$ cat config.mk
export PLATFORM = sky130hd
export DESIGN_NAME = jtag_shift_engine
export DESIGN_NICKNAME = d
export VERILOG_FILES = /design/src/rtl/jtag_shift_pkg.sv /design/src/rtl/jtag_tck_gen.sv /design/src/rtl/jtag_path_plan.sv /design/src/rtl/jtag_field_order.sv /design/src/rtl/jtag_shift_engine.sv
export SDC_FILE = /design/constraint.sdc
export NUM_CORES = 1
export LEC_CHECK = 0
export ABC_AREA = 1
export BUFFER_PORTS_ARGS = -buffer_cell sky130_fd_sc_hd__buf_2
export CORE_ASPECT_RATIO = 0.6
export CORE_UTILIZATION = 35
export DETAILED_ROUTE_END_ITERATION = 8
export GPL_TIMING_DRIVEN = 1
export SYNTH_ARGS = -nofsm -noshare
export SYNTH_HDL_FRONTEND = slang
export SYNTH_SLANG_ARGS = --single-unit
$ cat constraint.sdc
create_clock -name clk -period 4.9 [get_ports clk]
set_input_delay 0.49 -clock clk [delete_from_list [all_inputs] [get_ports clk]]
set_output_delay 0.49 -clock clk [all_outputs]
set_load 0.02 [all_outputs]
$ cat src/rtl/jtag_shift_pkg.sv
package jtag_shift_pkg;

  // Where the engine leaves the TAP controller between requests
  typedef enum logic [2:0] {
    TP_RESET    = 3'd0,
    TP_IDLE     = 3'd1,
    TP_SHIFT_DR = 3'd2,
    TP_UPD_DR   = 3'd3,
    TP_UPD_IR   = 3'd4
  } tap_pos_e;

  // Segments of one request's TCK sequence
  typedef enum logic [1:0] {
    PH_PRE   = 2'd0,
    PH_SHIFT = 2'd1,
    PH_POST  = 2'd2,
    PH_END   = 2'd3
  } seq_phase_e;

  localparam int PRE_W     = 8;  // longest entry walk is 6 cycles
  localparam int PRE_LEN_W = 4;
  localparam int POST_W    = 2;

endpackage

$ cat src/rtl/jtag_tck_gen.sv
module jtag_tck_gen #(
  parameter int DIV_W = 8
) (
  input  logic             clk,
  input  logic             rst_n,
  input  logic             run,
  input  logic [DIV_W-1:0] div,
  output logic             tick
);

  logic [DIV_W-1:0] cnt_q;

  always_ff @(posedge clk) begin
    if (!rst_n) begin
      cnt_q <= '0;
    end else if (!run || cnt_q == div) begin
      cnt_q <= '0;
    end else begin
      cnt_q <= cnt_q + 1'b1;
    end
  end

  assign tick = run && (cnt_q == div);

endmodule

$ cat src/rtl/jtag_path_plan.sv
module jtag_path_plan
  import jtag_shift_pkg::*;
(
  input  tap_pos_e               cur_pos,
  input  logic                   ir,
  input  logic                   chain,
  input  logic                   no_idle,
  input  logic                   tap_reset,
  output logic [PRE_W-1:0]       pre_tms,
  output logic [PRE_LEN_W-1:0]   pre_len,
  output logic [POST_W-1:0]      post_tms,
  output logic [1:0]             post_len,
  output logic                   last_tms,
  output tap_pos_e               end_pos
);

  logic chained;

  assign chained = !tap_reset && !ir && chain;

  // Entry walk, first TMS bit in bit 0
  always_comb begin
    pre_tms = '0;
    pre_len = '0;
    if (tap_reset) begin
      pre_tms = 8'b0001_1111;
      pre_len = 4'd5;
    end else begin
      unique case (cur_pos)
        TP_SHIFT_DR: begin
          // exit through Update-DR, then Select-DR, Select-IR, Capture, Shift
          pre_tms = ir ? 8'b0000_1111 : 8'b0;
          pre_len = ir ? 4'd6 : 4'd0;
        end
        TP_RESET: begin
          pre_tms = ir ? 8'b0000_0110 : 8'b0000_0010;
          pre_len = ir ? 4'd5 : 4'd4;
        end
        default: begin
          pre_tms = ir ? 8'b0000_0011 : 8'b0000_0001;
          pre_len = ir ? 4'd4 : 4'd3;
        end
      endcase
    end
  end

  // Exit walk: Exit1 -> Update (TMS 1), then optionally Update -> Idle (TMS 0)
  always_comb begin
    post_tms = 2'b01;
    last_tms = !chained;
    if (tap_reset || chained) begin
      post_len = 2'd0;
    end else if (no_idle) begin
      post_len = 2'd1;
    end else begin
      post_len = 2'd2;
    end
    if (tap_reset) begin
      end_pos = TP_RESET;
    end else if (chained) begin
      end_pos = TP_SHIFT_DR;
    end else if (no_idle) begin
      end_pos = ir ? TP_UPD_IR : TP_UPD_DR;
    end else begin
      end_pos = TP_IDLE;
    end
  end

endmodule

$ cat src/rtl/jtag_field_order.sv
module jtag_field_order #(
  parameter int DATA_W = 32,
  parameter int LEN_W  = 6
) (
  input  logic [DATA_W-1:0] data,
  input  logic [LEN_W-1:0]  len,
  input  logic              msb_first,
  output logic [DATA_W-1:0] word
);

  localparam int IDX_W = $clog2(DATA_W);

  // word[0] is always the first bit on TDI
  for (genvar i = 0; i < DATA_W; i++) begin : g_bit
    logic [LEN_W:0] src;
    logic           in_field;
    assign src      = {1'b0, len} - (LEN_W+1)'(i + 1);
    assign in_field = (LEN_W+1)'(i) < {1'b0, len};
    assign word[i]  = !msb_first ? data[i]
                    : (in_field ? data[src[IDX_W-1:0]] : 1'b0);
  end

endmodule

$ cat src/rtl/jtag_shift_engine.sv
module jtag_shift_engine
  import jtag_shift_pkg::*;
#(
  parameter  int DATA_W = 32,
  parameter  int DIV_W  = 8,
  localparam int LEN_W  = $clog2(DATA_W + 1)
) (
  input  logic              clk,
  input  logic              rst_n,
  input  logic [DIV_W-1:0]  clk_div,
  input  logic              req_valid,
  output logic              req_ready,
  input  logic [DATA_W-1:0] req_data,
  input  logic [LEN_W-1:0]  req_len,
  input  logic              req_ir,
  input  logic              req_msb_first,
  input  logic              req_no_idle,
  input  logic              req_chain,
  input  logic              req_tap_reset,
  output logic              rsp_valid,
  output logic [DATA_W-1:0] rsp_data,
  output logic [2:0]        tap_state,
  output logic              tck,
  output logic              tms,
  output logic              tdi,
  input  logic              tdo
);

  tap_pos_e             pos_q, end_q, p_end;
  seq_phase_e           ph_q, first_ph, after_pre, after_shift;
  logic                 busy_q, fresh_q, msb_q, last_tms_q;
  logic [LEN_W-1:0]     cnt_q, len_q, limit, eff_len;
  logic [PRE_W-1:0]     pre_q, p_pre;
  logic [PRE_LEN_W-1:0] pre_len_q, p_pre_len;
  logic [POST_W-1:0]    post_q, p_post;
  logic [1:0]           post_len_q, p_post_len;
  logic                 p_last_tms;
  logic [DATA_W-1:0]    sh_q, cap_q, ordered, aligned;
  logic                 tck_q, tms_q, tdi_q, rsp_valid_q;
  logic [DATA_W-1:0]    rsp_data_q;
  logic                 tick, take, cur_tms, cur_tdi;

  assign take = req_valid && !busy_q;

  jtag_tck_gen #(.DIV_W(DIV_W)) u_tck_gen (
    .clk  (clk),
    .rst_n(rst_n),
    .run  (busy_q),
    .div  (clk_div),
    .tick (tick)
  );

  jtag_path_plan u_plan (
    .cur_pos  (pos_q),
    .ir       (req_ir),
    .chain    (req_chain),
    .no_idle  (req_no_idle),
    .tap_reset(req_tap_reset),
    .pre_tms  (p_pre),
    .pre_len  (p_pre_len),
    .post_tms (p_post),
    .post_len (p_post_len),
    .last_tms (p_last_tms),
    .end_pos  (p_end)
  );

  jtag_field_order #(.DATA_W(DATA_W), .LEN_W(LEN_W)) u_order (
    .data     (req_data),
    .len      (req_len),
    .msb_first(req_msb_first),
    .word     (ordered)
  );

  assign eff_len  = req_tap_reset ? '0 : req_len;
  assign first_ph = (p_pre_len != '0) ? PH_PRE
                  : (eff_len != '0)   ? PH_SHIFT
                  : (p_post_len != '0) ? PH_POST : PH_END;
  assign after_shift = (post_len_q != '0) ? PH_POST : PH_END;
  assign after_pre   = (len_q != '0) ? PH_SHIFT : after_shift;
  assign aligned     = msb_q ? cap_q : (cap_q >> (LEN_W'(DATA_W) - len_q));

  // Current TCK item of the sequence
  always_comb begin
    cur_tms = 1'b0;
    cur_tdi = 1'b0;
    limit   = '0;
    unique case (ph_q)
      PH_PRE: begin
        cur_tms = pre_q[cnt_q[2:0]];
        limit   = LEN_W'(pre_len_q);
      end
      PH_SHIFT: begin
        cur_tdi = sh_q[0];
        cur_tms = (cnt_q == len_q - 1'b1) ? last_tms_q : 1'b0;
        limit   = len_q;
      end
      PH_POST: begin
        cur_tms = post_q[cnt_q[0]];
        limit   = LEN_W'(post_len_q);
      end
      default: ;
    endcase
  end

  always_ff @(posedge clk) begin
    if (!rst_n) begin
      pos_q       <= TP_RESET;
      end_q       <= TP_RESET;
      ph_q        <= PH_END;
      busy_q      <= 1'b0;
      fresh_q     <= 1'b0;
      msb_q       <= 1'b0;
      last_tms_q  <= 1'b0;
      cnt_q       <= '0;
      len_q       <= '0;
      pre_q       <= '0;
      pre_len_q   <= '0;
      post_q      <= '0;
      post_len_q  <= '0;
      sh_q        <= '0;
      cap_q       <= '0;
      tck_q       <= 1'b0;
      tms_q       <= 1'b0;
      tdi_q       <= 1'b0;
      rsp_valid_q <= 1'b0;
      rsp_data_q  <= '0;
    end else begin
      rsp_valid_q <= 1'b0;
      if (take) begin
        busy_q     <= 1'b1;
        fresh_q    <= 1'b1;
        ph_q       <= first_ph;
        cnt_q      <= '0;
        len_q      <= eff_len;
        msb_q      <= req_msb_first;
        pre_q      <= p_pre;
        pre_len_q  <= p_pre_len;
        post_q     <= p_post;
        post_len_q <= p_post_len;
        last_tms_q <= p_last_tms;
        end_q      <= p_end;
        sh_q       <= ordered;
        cap_q      <= '0;
      end else if (busy_q && tick) begin
        if (!tck_q) begin
          if (fresh_q) begin
            fresh_q <= 1'b0;
            tms_q   <= cur_tms;
            tdi_q   <= cur_tdi;
          end else begin
            tck_q <= 1'b1;
            if (ph_q == PH_SHIFT) begin
              sh_q  <= sh_q >> 1;
              cap_q <= msb_q ? {cap_q[DATA_W-2:0], tdo} : {tdo, cap_q[DATA_W-1:1]};
            end
            if (cnt_q + 1'b1 == limit) begin
              cnt_q <= '0;
              ph_q  <= (ph_q == PH_PRE) ? after_pre
                     : (ph_q == PH_SHIFT) ? after_shift : PH_END;
            end else begin
              cnt_q <= cnt_q + 1'b1;
            end
          end
        end else begin
          tck_q <= 1'b0;
          if (ph_q == PH_END) begin
            busy_q      <= 1'b0;
            rsp_valid_q <= 1'b1;
            rsp_data_q  <= aligned;
            pos_q       <= end_q;
            tdi_q       <= 1'b0;
          end else begin
            tms_q <= cur_tms;
            tdi_q <= cur_tdi;
          end
        end
      end
    end
  end

  assign req_ready = !busy_q;
  assign rsp_valid = rsp_valid_q;
  assign rsp_data  = rsp_data_q;
  assign tap_state = pos_q;
  assign tck       = tck_q;
  assign tms       = tms_q;
  assign tdi       = tdi_q;

  // pins only move while TCK is low
  a_r3_pins_stable_tck_high: assert property (@(posedge clk) disable iff (!rst_n)
    (tck && $past(tck)) |-> ($stable(tms) && $stable(tdi)));

  // done lasts one cycle and comes with the engine free again
  a_r2_done_single: assert property (@(posedge clk) disable iff (!rst_n)
    rsp_valid |=> !rsp_valid);
  a_r2_ready_with_done: assert property (@(posedge clk) disable iff (!rst_n)
    rsp_valid |-> req_ready);

  // TCK parks low whenever the engine is idle
  a_r1_tck_parked_low: assert property (@(posedge clk) disable iff (!rst_n)
    req_ready |-> !tck);

  // only the five position codes appear, and they change only with done
  a_r12_state_legal: assert property (@(posedge clk) disable iff (!rst_n)
    tap_state <= 3'd4);
  a_r12_state_moves_with_done: assert property (@(posedge clk) disable iff (!rst_n)
    !rsp_valid |-> $stable(tap_state));

  // a chained field finishes with TMS low so Shift-DR is held
  a_r8_chain_holds_shift: assert property (@(posedge clk) disable iff (!rst_n)
    (rsp_valid && tap_state == TP_SHIFT_DR) |-> !tms);

  // an Update ending leaves TMS high, so no step into Idle was taken
  a_r7_update_end_tms_high: assert property (@(posedge clk) disable iff (!rst_n)
    (rsp_valid && (tap_state == TP_UPD_DR || tap_state == TP_UPD_IR)) |-> tms);

  // shift requests carry a legal length
  a_r10_len_legal: assert property (@(posedge clk) disable iff (!rst_n)
    (take && !req_tap_reset) |-> (req_len != '0 && req_len <= LEN_W'(DATA_W)));

endmodule

==> out/metrics.cfg <==
[route]
vias = 14200
route.detailed.drc = 0
drtIter0Drc = 2440
wl_met3_um = 8340
drtAntennaViolNets = 0
wl_um = 51300
wl_met2_um = 17000
met1_length_um = 25400
wl_per_cell_um = 20.7
dr.pass1.iters = 6
vias_per_cell = 5.72
maxUsedRoutingLayer = met4

[placed_design]
dp_cells = 2451
hpwl_um = 40100
gp_routability_congestion = 1.10
placement.io_buffers = 94

[critical_path]
path_class = input port to register
r2r_slack_ns = 1.82
cp-start-kind = input port
cp-endpoint = sh_q[2]
max_stage_delay_ns = 0.70
crit_chain = buf_2 -> clkinv_1 -> buf_4 -> ha_1 -> inv_1 -> nand3_1 -> nand3_1 -> nand3_1 -> nand2_1 -> nand2_1 -> nand3_1 -> nand3_1 -> nand2_1 -> inv_1
path_max_fanout = 39
crit_start = req_len[0]
reg2reg_depth = 10
crit_slowest_cell = ha_1
worstPathArrival_ns = 3.56
critPathMostFrequentCell = nand3_1
required_ns = 5.30
r2r_end = sh_q[29]
worst_setup_path_end_kind = register
r2r_start = busy_q

[finish]
multi_input_area_um2 = 7370
fin_cells = 2485
drive_gt1_share_pct = 8.16
fin_nets = 2115
area_growth_syn_to_layout_pct = 9.82
fillCellCount = 3605
register_area_um2 = 2850

[cts]
ctsHoldBuffers = 0
clkLatencyLatePin_ns = 0.46
cts_tree = yes
htreeDepth = 4
cts_sinks = 142
cts_root_buf = clkbuf_16
cts_setup_buffers = 0
ctsResizeCount = 0
clk_pin_slew_ns = 0.07
cts_inserted_buffers = 17
clk_path_buf_depth = 2

[power]
p_leak_nw = 6.22
finalPower_mw = 3.51
p_int_mw = 2.23
seqPwrFrac_pct = 34.4
vdd_drop_max_v = 0.000251
pwr-share-comb_pct = 26.6
switching_share_pct = 36.4
clkPwrFrac_pct = 38.9
power_density_nw_per_um2 = 276
p_sw_mw = 1.28

[floorplanning]
fp.coreArea_um2 = 32500
floorplan.initialDensity_pct = 35.7
die_h_um = 143
die_w_um = 237
pin_count = 95
rows = 51
dieArea_um2 = 33800

[synth]
ys_seq_area_share_pct = 24.5
synth.distinct_cells = 44
netlist_area_um2 = 11600
yosys.area.top_type = dfxtp_1
ys.warnings.count = 0
synth_top_cell_area_share_pct = 24.5
ys_seq_elements = 142
synth_nets = 2106
synth_edf_count = 0
synthTopCellsByArea = dfxtp_1 25%, nand2_1 21%, nand3_1 19%
syn_inst = 2037
synth_most_common_cell = nand2_1
synthArstFlopShare_pct = 0
yosys_most_used_dff = dfxtp_1
yosys-top-cells-count = 656 x nand2_1, 433 x nand3_1, 191 x inv_1
synth_area_per_cell_um2 = 5.69

[worst_hold_path]
holdCritPathClass = input port to register

[timing]
relSlewSlack_pct = 27.4
fin_worst_skew_ns = 0.0102
tightestPinTransition_ns = 1.09
finalWorstPathRequiredPeriod_ns = 3.16
final-max-slew-violation-count = 0
holdWs_ns = 0.284
rsz0062_at_grt = no
finalSetupTns_ns = 0
setup_violations = 0
finalHoldViolCount = 0
timing.final.crit_share_pct = 64.4
max_freq_mhz = 317

[global_route]
grt_pass1_wl_um = 75000
grt_pass1_vias = 11700
grt_overflow = 0
antenna_found_initial = 2
grt_max_degree = 76
globalRouteTotalUtil_pct = 30.0

[job]
drv_cap = 0

[outcome]
status = complete, no violations

## cells by family after synthesis
logic type | count (synthesis) | synth area share (%)
DFF | 142 | 24.5
xor gates and xnor gates | 22 | 1.66
AOI/OAI and AO/OA | 286 | 13.5
buffers and inverters | 324 | 11.9
adders and majority gates | 14 | 1.51
and+or+nand+nor | 1249 | 46.9
## how the worst min path moves through the flow
stage                         start        to  cells past startpoint
after floorplan            end_q[1]  end_q[1]                      2
after global placement     end_q[1]  end_q[1]                      2
after CTS                 req_valid    busy_q                      3
after global routing      req_valid    busy_q                      3
after detailed placement   end_q[1]  end_q[1]                      2
final                     req_valid    busy_q                      3
## layout by cell type, fill, tap and decap left out, types with 6 or more instances in the layout
| cell type | instances |
|---|---|
| dfxtp_1 | 140 |
| a21oi_1 | 71 |
| xnor2_1 | 6 |
| inv_2 | 6 |
| ha_1 | 14 |
| o21ai_0 | 135 |
| nand2_1 | 656 |
| nand4_1 | 44 |
| inv_1 | 191 |
| o22ai_1 | 6 |
| nand3_1 | 433 |
| o21a_1 | 12 |
| clkbuf_16 | 17 |
| nor2_1 | 92 |
| buf_2 | 94 |
| o21ai_1 | 15 |
| a31oi_1 | 30 |
| buf_4 | 20 |
| xor2_1 | 16 |
## stage by stage
| stage | setup slack (ns) | util [%] | cell area (um2) |
|---|---|---|---|
| after floorplan | 2.53 | - | 11600 |
| after global placement | 1.44 | 37.3 | 12100 |
| after detailed placement | 1.43 | 37.3 | 12100 |
| after CTS | 1.91 | 39.1 | 12700 |
| after global routing | 1.54 | 39.2 | 12700 |
| final | 1.74 | 39.2 | 12700 |
## power by group through the flow
stage,clock [mW],sequential (mW),combinational [mW]
final,1.37,1.21,0.935
after floorplan,0,1.22,0.630
after detailed placement,0,1.23,0.891
after global routing,1.43,1.21,1.02
after CTS,1.38,1.21,0.895
after global placement,0,1.23,0.892
## sequential cells by signal (all words and copies together) (netlist names), 2 cells and up
| name | cells |
|---|---|
| cap_q | 32 |
| cnt_q | 6 |
| end_q | 3 |
| len_q | 6 |
| ph_q | 2 |
| post_len_q | 2 |
| pre_len_q | 2 |
| pre_q | 5 |
| rsp_data | 32 |
| sh_q | 32 |
| tap_state | 3 |
| u_tck_gen.cnt_q | 8 |
## area by class of cell
type	count	share of cell area, %
diodes	2	0.0393
inverters	200	5.92
flip-flops and latches	142	22.4
clock buffers	19	3.40
multi-input cells	1571	57.9
well taps	424	4.17
clock inverters	13	1.27
repair buffers	114	4.88
## worst max-delay path: cells and delay by family
kind / cells / cell delay [ns]
adder cells (fa/ha/maj): 1 / 0.70
buffers and inverters: 5 / 1.47
AND/OR/NAND/NOR: 8 / 0.89
## routing by layer
| layer | GRT usage, % | vias to the layer above |
|---|---|---|
| met1 | 49.3 | 6537 |
| li1 | - | 6766 |
| met4 | 5.37 | 0 |
| met2 | 32.5 | 857 |
| met3 | 13.3 | 55 |
| met5 | 0.722 | - |
No activity file was read; power rests on OpenSTA's default activity.
